### src/rtl/regwin_pkg.sv
// Shared types for the windowed register access bridge.
// Assumes: one outstanding master request at a time.
package regwin_pkg;

    // Sequencer states: idle, window-select write, data access, read wait
    typedef enum logic [1:0] {
        ST_IDLE  = 2'd0,
        ST_SEL   = 2'd1,
        ST_ACC   = 2'd2,
        ST_RWAIT = 2'd3
    } seq_state_t;

endpackage

### src/rtl/regwin_decode.sv
// Address decode for the bridge: decides whether an offset needs the
// window, extracts the window number and forms the aperture offset.
// Assumes: WIN_SHIFT + WIN_BITS <= ADDR_W. Purely combinational.
module regwin_decode #(
    parameter int ADDR_W    = 32,
    parameter int WIN_SHIFT = 19,
    parameter int WIN_BITS  = 6
) (
    input  logic                window_on,
    input  logic [ADDR_W-1:0]   addr,
    output logic                use_window,
    output logic [WIN_BITS-1:0] win_num,
    output logic [ADDR_W-1:0]   ap_addr
);
    localparam logic [ADDR_W-1:0] APERTURE = ADDR_W'(1) << WIN_SHIFT;
    localparam logic [ADDR_W-1:0] OFS_MASK = APERTURE - ADDR_W'(1);

    // Route choice, window field and aperture offset
    always_comb begin
        use_window = window_on && (addr >= APERTURE);
        win_num    = addr[WIN_SHIFT +: WIN_BITS];
        ap_addr    = APERTURE | (addr & OFS_MASK);
    end

endmodule

### src/rtl/regwin_cache.sv
// Remembers the window number last written to the slave's select register.
// Resets to "nothing remembered", so the first windowed request always misses.
// Assumes: load is pulsed once per completed select write.
module regwin_cache #(
    parameter int WIN_BITS = 6
) (
    input  logic                clk,
    input  logic                rst_n,
    input  logic                load,
    input  logic [WIN_BITS-1:0] load_win,
    input  logic [WIN_BITS-1:0] query_win,
    output logic                miss
);
    logic                cur_valid;
    logic [WIN_BITS-1:0] cur_win;

    // Capture the window number when a select write completes
    always_ff @(posedge clk) begin
        if (!rst_n) begin
            cur_valid <= 1'b0;
            cur_win   <= '0;
        end else if (load) begin
            cur_valid <= 1'b1;
            cur_win   <= load_win;
        end
    end

    // Miss when nothing is remembered or the window differs
    always_comb miss = !cur_valid || (cur_win != query_win);

    AST_CACHE_LOAD: assert property (@(posedge clk) disable iff (!rst_n)
        load |=> cur_valid && (cur_win == $past(load_win))) else $error("cache load");
    AST_CACHE_HOLD: assert property (@(posedge clk) disable iff (!rst_n)
        !load |=> $stable(cur_valid) && $stable(cur_win)) else $error("cache hold");

endmodule

### src/rtl/regwin_seq.sv
// Transaction sequencer: captures one master request, issues the optional
// window-select write and then the data access on the slave port, and
// returns read data. The master port stays busy for the whole sequence.
// Assumes: the slave completes a request on s_valid && s_ready and answers
// each read with one s_rvalid pulse after its handshake.
module regwin_seq
    import regwin_pkg::*;
#(
    parameter int              ADDR_W       = 32,
    parameter int              DATA_W       = 32,
    parameter int              WIN_BITS     = 6,
    parameter logic [ADDR_W-1:0] SEL_OFFSET = ADDR_W'('h310C),
    parameter int              SEL_FLAG_BIT = 31
) (
    input  logic                clk,
    input  logic                rst_n,
    input  logic                m_valid,
    output logic                m_ready,
    input  logic                m_write,
    input  logic [ADDR_W-1:0]   m_addr,
    input  logic [DATA_W-1:0]   m_wdata,
    output logic                m_rvalid,
    output logic [DATA_W-1:0]   m_rdata,
    input  logic                use_window,
    input  logic [WIN_BITS-1:0] win_num,
    input  logic [ADDR_W-1:0]   ap_addr,
    input  logic                win_miss,
    output logic                cache_load,
    output logic [WIN_BITS-1:0] cache_load_win,
    output logic                s_valid,
    input  logic                s_ready,
    output logic                s_write,
    output logic [ADDR_W-1:0]   s_addr,
    output logic [DATA_W-1:0]   s_wdata,
    input  logic                s_rvalid,
    input  logic [DATA_W-1:0]   s_rdata
);
    seq_state_t          state, state_nx;
    logic                q_write;
    logic [ADDR_W-1:0]   q_addr;
    logic [DATA_W-1:0]   q_wdata;
    logic [WIN_BITS-1:0] q_win;
    logic [DATA_W-1:0]   sel_word;
    logic                rvalid_q;
    logic [DATA_W-1:0]   rdata_q;

    // Select register value: enable flag plus window number
    always_comb begin
        sel_word               = '0;
        sel_word[SEL_FLAG_BIT] = 1'b1;
        sel_word[WIN_BITS-1:0] = q_win;
    end

    // Next state and slave-side drive
    always_comb begin
        state_nx   = state;
        m_ready    = (state == ST_IDLE);
        s_valid    = 1'b0;
        s_write    = 1'b0;
        s_addr     = '0;
        s_wdata    = '0;
        cache_load = 1'b0;
        case (state)
            ST_IDLE: begin
                if (m_valid) begin
                    state_nx = (use_window && win_miss) ? ST_SEL : ST_ACC;
                end
            end
            ST_SEL: begin
                s_valid = 1'b1;
                s_write = 1'b1;
                s_addr  = SEL_OFFSET;
                s_wdata = sel_word;
                if (s_ready) begin
                    cache_load = 1'b1;
                    state_nx   = ST_ACC;
                end
            end
            ST_ACC: begin
                s_valid = 1'b1;
                s_write = q_write;
                s_addr  = q_addr;
                s_wdata = q_wdata;
                if (s_ready) begin
                    state_nx = q_write ? ST_IDLE : ST_RWAIT;
                end
            end
            ST_RWAIT: begin
                if (s_rvalid) begin
                    state_nx = ST_IDLE;
                end
            end
            default: state_nx = ST_IDLE;
        endcase
    end

    always_comb cache_load_win = q_win;

    // State register
    always_ff @(posedge clk) begin
        if (!rst_n) begin
            state <= ST_IDLE;
        end else begin
            state <= state_nx;
        end
    end

    // Capture the request and its resolved target at acceptance
    always_ff @(posedge clk) begin
        if (!rst_n) begin
            q_write <= 1'b0;
            q_addr  <= '0;
            q_wdata <= '0;
            q_win   <= '0;
        end else if (state == ST_IDLE && m_valid) begin
            q_write <= m_write;
            q_addr  <= use_window ? ap_addr : m_addr;
            q_wdata <= m_wdata;
            q_win   <= win_num;
        end
    end

    // One-cycle read response carrying the slave data unchanged
    always_ff @(posedge clk) begin
        if (!rst_n) begin
            rvalid_q <= 1'b0;
            rdata_q  <= '0;
        end else begin
            rvalid_q <= (state == ST_RWAIT) && s_rvalid;
            if ((state == ST_RWAIT) && s_rvalid) begin
                rdata_q <= s_rdata;
            end
        end
    end

    always_comb begin
        m_rvalid = rvalid_q;
        m_rdata  = rdata_q;
    end

    AST_SLAVE_HOLD: assert property (@(posedge clk) disable iff (!rst_n)
        s_valid && !s_ready |=> s_valid && $stable(s_addr) && $stable(s_write) && $stable(s_wdata))
        else $error("slave hold");
    AST_MASTER_LOCKED: assert property (@(posedge clk) disable iff (!rst_n)
        s_valid |-> !m_ready) else $error("master locked");
    AST_SEL_THEN_DATA: assert property (@(posedge clk) disable iff (!rst_n)
        (state == ST_SEL) && s_ready |=> s_valid && (state == ST_ACC) && !m_ready)
        else $error("select then data");
    AST_RVALID_PULSE: assert property (@(posedge clk) disable iff (!rst_n)
        m_rvalid |=> !m_rvalid) else $error("rvalid pulse");
    AST_RDATA_PASS: assert property (@(posedge clk) disable iff (!rst_n)
        m_rvalid |-> $past(s_rvalid) && (m_rdata == $past(s_rdata)) && m_ready)
        else $error("rdata pass");

endmodule

### src/rtl/regwin_bridge.sv
// Windowed register access bridge top. Low offsets and bypass-mode traffic
// pass through. Higher offsets are reached by a select write (only when the
// window changes) followed by an access into the fixed aperture.
// Assumes: single requests, no bursts; the slave never drops s_rvalid data.
module regwin_bridge #(
    parameter int                ADDR_W       = 32,
    parameter int                DATA_W       = 32,
    parameter int                WIN_SHIFT    = 19,
    parameter int                WIN_BITS     = 6,
    parameter logic [ADDR_W-1:0] SEL_OFFSET   = ADDR_W'('h310C),
    parameter int                SEL_FLAG_BIT = 31
) (
    input  logic              clk,
    input  logic              rst_n,
    input  logic              window_on,
    input  logic              m_valid,
    output logic              m_ready,
    input  logic              m_write,
    input  logic [ADDR_W-1:0] m_addr,
    input  logic [DATA_W-1:0] m_wdata,
    output logic              m_rvalid,
    output logic [DATA_W-1:0] m_rdata,
    output logic              s_valid,
    input  logic              s_ready,
    output logic              s_write,
    output logic [ADDR_W-1:0] s_addr,
    output logic [DATA_W-1:0] s_wdata,
    input  logic              s_rvalid,
    input  logic [DATA_W-1:0] s_rdata
);
    localparam logic [ADDR_W-1:0] APERTURE = ADDR_W'(1) << WIN_SHIFT;

    logic                use_window;
    logic [WIN_BITS-1:0] win_num;
    logic [ADDR_W-1:0]   ap_addr;
    logic                win_miss;
    logic                cache_load;
    logic [WIN_BITS-1:0] cache_load_win;

    regwin_decode #(
        .ADDR_W(ADDR_W), .WIN_SHIFT(WIN_SHIFT), .WIN_BITS(WIN_BITS)
    ) u_decode (
        .window_on (window_on),
        .addr      (m_addr),
        .use_window(use_window),
        .win_num   (win_num),
        .ap_addr   (ap_addr)
    );

    regwin_cache #(
        .WIN_BITS(WIN_BITS)
    ) u_cache (
        .clk      (clk),
        .rst_n    (rst_n),
        .load     (cache_load),
        .load_win (cache_load_win),
        .query_win(win_num),
        .miss     (win_miss)
    );

    regwin_seq #(
        .ADDR_W(ADDR_W), .DATA_W(DATA_W), .WIN_BITS(WIN_BITS),
        .SEL_OFFSET(SEL_OFFSET), .SEL_FLAG_BIT(SEL_FLAG_BIT)
    ) u_seq (
        .clk           (clk),
        .rst_n         (rst_n),
        .m_valid       (m_valid),
        .m_ready       (m_ready),
        .m_write       (m_write),
        .m_addr        (m_addr),
        .m_wdata       (m_wdata),
        .m_rvalid      (m_rvalid),
        .m_rdata       (m_rdata),
        .use_window    (use_window),
        .win_num       (win_num),
        .ap_addr       (ap_addr),
        .win_miss      (win_miss),
        .cache_load    (cache_load),
        .cache_load_win(cache_load_win),
        .s_valid       (s_valid),
        .s_ready       (s_ready),
        .s_write       (s_write),
        .s_addr        (s_addr),
        .s_wdata       (s_wdata),
        .s_rvalid      (s_rvalid),
        .s_rdata       (s_rdata)
    );

    AST_LOW_DIRECT: assert property (@(posedge clk) disable iff (!rst_n)
        m_valid && m_ready && window_on && (m_addr < APERTURE)
        |=> s_valid && (s_addr == $past(m_addr)) && (s_write == $past(m_write)))
        else $error("low offset direct");
    AST_BYPASS_DIRECT: assert property (@(posedge clk) disable iff (!rst_n)
        m_valid && m_ready && !window_on
        |=> s_valid && (s_addr == $past(m_addr)) && (s_write == $past(m_write)))
        else $error("bypass direct");

endmodule

### config.mk
export PLATFORM = sky130hd
export DESIGN_NAME = regwin_bridge
export DESIGN_NICKNAME = d
export VERILOG_FILES = /design/src/rtl/regwin_pkg.sv /design/src/rtl/regwin_decode.sv /design/src/rtl/regwin_cache.sv /design/src/rtl/regwin_seq.sv /design/src/rtl/regwin_bridge.sv
export SDC_FILE = /design/constraint.sdc
export NUM_CORES = 1
export LEC_CHECK = 0
export BUFFER_PORTS_ARGS = -buffer_cell sky130_fd_sc_hd__buf_2
export CAP_MARGIN = 10
export CORE_ASPECT_RATIO = 1.5
export CORE_UTILIZATION = 52
export DETAILED_ROUTE_END_ITERATION = 6
export GPL_ROUTABILITY_DRIVEN = 0
export GPL_TIMING_DRIVEN = 0
export PLACE_DENSITY_LB_ADDON = 0.3
export SLEW_MARGIN = 20
export SYNTH_ARGS = -nofsm -noshare
export SYNTH_HDL_FRONTEND = slang
export SYNTH_SLANG_ARGS = --single-unit
### constraint.sdc
create_clock -name clk -period 3.3 [get_ports clk]
set_input_delay 0.66 -clock clk [delete_from_list [all_inputs] [get_ports clk]]
set_output_delay 0.66 -clock clk [all_outputs]
set_load 0.01 [all_outputs]
==> flow_metrics.env <==
export IMPL_track_usage=0.303
export IMPL_dr_wl_met2_um=7480
export IMPL_grt_max_degree=17
export IMPL_syn_cell_area_mm2=0.00494
export IMPL_drive_gt1_frac=0.298
export IMPL_syn2layout_area_growth_pct=34.8
export IMPL_finalSetupViolCount=0
export IMPL_routed_wl_um=14600
export IMPL_critPathTopFamily="buffers and inverters"
export IMPL_crit_slowest_cell="clkbuf_1"
export IMPL_total_leakage_power_nw=3.17
export IMPL_cts_hold_buf=0
export IMPL_portBuffers=200
export IMPL_critical_path_class="reg2out"
export IMPL_drt_initial_drc_count=283
export IMPL_cp_common_cell="clkbuf_1"
export IMPL_holdWs_ns=0.456
export IMPL_grt_antenna_before_repair=0
export IMPL_synth_seq_cells=113
export IMPL_rsz0062_at_grt="no"
export IMPL_worstHoldStart="u_seq.q_wdata[13]"
export IMPL_r2r_cells=6
export IMPL_max_cap_violations=0
export IMPL_nNetsFinal=935
export IMPL_grt_first_pass_wirelength_um=22400
export IMPL_r2r_start="u_seq.state[0]"
export IMPL_setup_tns_final_ns=0
export IMPL_fin_util=0.720
export IMPL_htree_levels=4
export IMPL_drt_vias_per_instance=5.28
export IMPL_die_area_mm2=0.00991
export IMPL_core_mm2=0.00925
export IMPL_wl_per_cell_um=15.4
export IMPL_clockBufferDepth=2
export IMPL_crit_required_ns=2.64
export IMPL_num_fill_cells=778
export IMPL_fp_dieW_um=81.6
export IMPL_power_mw=4.89
export IMPL_critPathMaxFanout=10
export IMPL_n_antenna_cell=0
export IMPL_worst_pin_slew_ns=0.578
export IMPL_cts_root_buf="clkbuf_16"
export IMPL_cp_start_kind="flop"
export IMPL_cpPeakStageDelay_ns=0.45
export IMPL_relSlewSlack=0.615
export IMPL_r2r_end="u_seq.q_addr[1]"
export IMPL_cts_num_sinks=113
export IMPL_power_density_mw_per_mm2=733
export IMPL_ios=203
export IMPL_hold_viol_final=0
export IMPL_cts_buffers=17
export IMPL_maxSlewViolCount=0
export IMPL_cts_tree="yes"
export IMPL_grt_pass1_vias=4897
export IMPL_fin_skew_ns=0.00665
export IMPL_period_share=0.940
export IMPL_worst_hold_path_num_cells=2
export IMPL_initial_core_util=0.534
export IMPL_clock_latency_ns=0.41
export IMPL_ys_seq_area_frac=0.458
export IMPL_dieHeight_um=121
export IMPL_avgSynthCellArea_um2=8.12
export IMPL_grt_overflow=0
export IMPL_post_cts_buffers=0
export IMPL_ys_warn_count=0
export IMPL_post_cts_resized=0
export IMPL_wl_met1_um=5450
export IMPL_drt_pass1_iter_count=5
export IMPL_clkTransAtPathRegs_ns=0.05
export IMPL_highest_layer="met4"
export IMPL_ant_nets=0
export IMPL_cp_end_kind="primary output"
export IMPL_critPathArrivalTime_ns=2.44
export IMPL_syn_inst=609
export IMPL_hp_class="reg2reg"
export IMPL_yosysUniqueCellTypes=31
export IMPL_reg2reg_slack_ns=1.42
export IMPL_status="finished, final reports clean"
export IMPL_fmax_ghz=0.322
export IMPL_drc_errors=0
export IMPL_syn_nets=716
export IMPL_worstPathCellList="inv_1 > ha_1 > clkbuf_1 > clkbuf_1 > and3_1 > buf_2"
export IMPL_critPathBufInv=4
export IMPL_timing_final_crit_period_ns=3.10
export IMPL_peakVddDrop_uv=545
export IMPL_rows=43
export IMPL_vias=5029
export IMPL_routed_wl_met3_um=1160
export IMPL_place_hpwl_um=10700
export IMPL_min_to="u_seq.q_wdata[13]"
[synth_stat cells]
cell	instances	area, um^2
nand2_1	197	739
dfxtp_1	113	2260
a21boi_0	96	721
and3_1	60	375
clkbuf_1	36	135
nor2b_1	23	144
a21oi_1	15	75.1
buf_2	7	35.0
nand3_1	7	35.0
a22oi_1	6	45.0
and2_1	6	37.5
xnor2_1	6	52.6
buf_4	5	37.5
ha_1	4	50.1
inv_1	4	15.0
o21ai_1	4	20.0
nor2_1	3	11.3
nor3_1	2	10.0
nor4_2	2	25.0
o21ai_0	2	10.0
a2bb2oi_1	1	8.76
a31oi_1	1	6.26
a41oi_2	1	16.3
buf_6	1	11.3
clkbuf_8	1	13.8
nand2b_1	1	6.26
nand4_1	1	6.26
o211ai_1	1	7.51
o221a_2	1	11.3
o2bb2ai_1	1	8.76
o311a_1	1	10.0
[kinds of logic after synthesis]
kind of cell | count (synthesis) | synth area share
simple gates | 302 | 0.281
compound gates | 130 | 0.190
flops | 113 | 0.458
buf+inv | 54 | 0.0501
xor+xnor | 6 | 0.0106
fa+ha+maj | 4 | 0.0101
[worst max-delay path by stage]
stage                        start     endpoint  slack (ns)  depth (start not counted)
floorplan           u_seq.state[0]   s_addr[12]        1.20                          5
global route        u_seq.state[0]   s_addr[16]        0.06                          6
global placement    u_seq.state[0]   s_wdata[7]        0.57                          6
CTS                 u_seq.state[0]  s_wdata[22]        0.03                          6
detailed placement  u_seq.state[0]  s_wdata[22]        0.48                          6
finish              u_seq.state[0]  s_wdata[11]        0.20                          6
[metal layers]
layer	track usage	vias to the layer above
met4	0.168	0
met3	0.0955	39
met2	0.525	236
li1	-	2457
met1	0.315	2297
met5	0	-
[worst min-delay path, delay by kind of cell (launching register included)]
family	cells	cell delay (ns)
AO/OA/AOI/OAI	1	0.06
flip-flops	1	0.30
AND/OR/NAND/NOR	1	0.04
[stage by stage]
| step | cells | instance area [um^2] | setup slack [ns] |
|---|---|---|---|
| after floorplan | 609 | 4940 | 1.20 |
| after global placement | 921 | 6080 | 0.566 |
| after detailed placement | 921 | 6080 | 0.478 |
| after CTS | 952 | 6660 | 0.0321 |
| after global routing | 952 | 6660 | 0.0588 |
| final | 952 | 6660 | 0.198 |
[state kept, by name, summed over array words and instances, names as in the netlist]
signal                count
u_seq.m_rdata            32
u_seq.q_addr             32
u_seq.q_wdata            32
u_cache.cur_win           6
u_seq.cache_load_win      6
u_seq.state               2
u_cache.cur_valid         1
u_seq.m_rvalid            1
u_seq.q_write             1
[report_power, final]
group | internal [mW] | total, mW | switching (mW)
clock network | 1.15 | 1.76 | 0.609
logic | 0.488 | 1.48 | 0.994
registers | 1.54 | 1.64 | 0.0976
total | 3.19 | 4.89 | 1.70
[final cells by class]
cell class | instances | area, um^2 | area share
Inverter | 4 | 15.0 | 0.00225
Multi-Input combinational cell | 442 | 2430 | 0.365
Clock buffer | 20 | 467 | 0.0700
Buffer | 50 | 234 | 0.0351
Timing Repair Buffer | 200 | 1000 | 0.150
Sequential cell | 113 | 2260 | 0.339
Clock inverter | 11 | 113 | 0.0169
Tap cell | 112 | 140 | 0.0210
[cells in the final DEF, fill, tap and decap left out, types with 4 or more instances in the layout]
master | synthesis | layout
a21oi_1 | 15 | 15
nor2b_1 | 23 | 23
clkbuf_8 | 1 | 4
buf_4 | 5 | 5
o21ai_1 | 4 | 4
and3_1 | 60 | 60
a21boi_0 | 96 | 96
clkinv_2 | 0 | 6
inv_1 | 4 | 4
xnor2_1 | 6 | 6
ha_1 | 4 | 4
clkbuf_1 | 36 | 35
dfxtp_1 | 113 | 113
nand3_1 | 7 | 7
clkbuf_16 | 0 | 17
a22oi_1 | 6 | 6
buf_2 | 7 | 207
nand2_1 | 197 | 197
and2_1 | 6 | 6
Note: power is estimated with default switching activity, not from simulation.
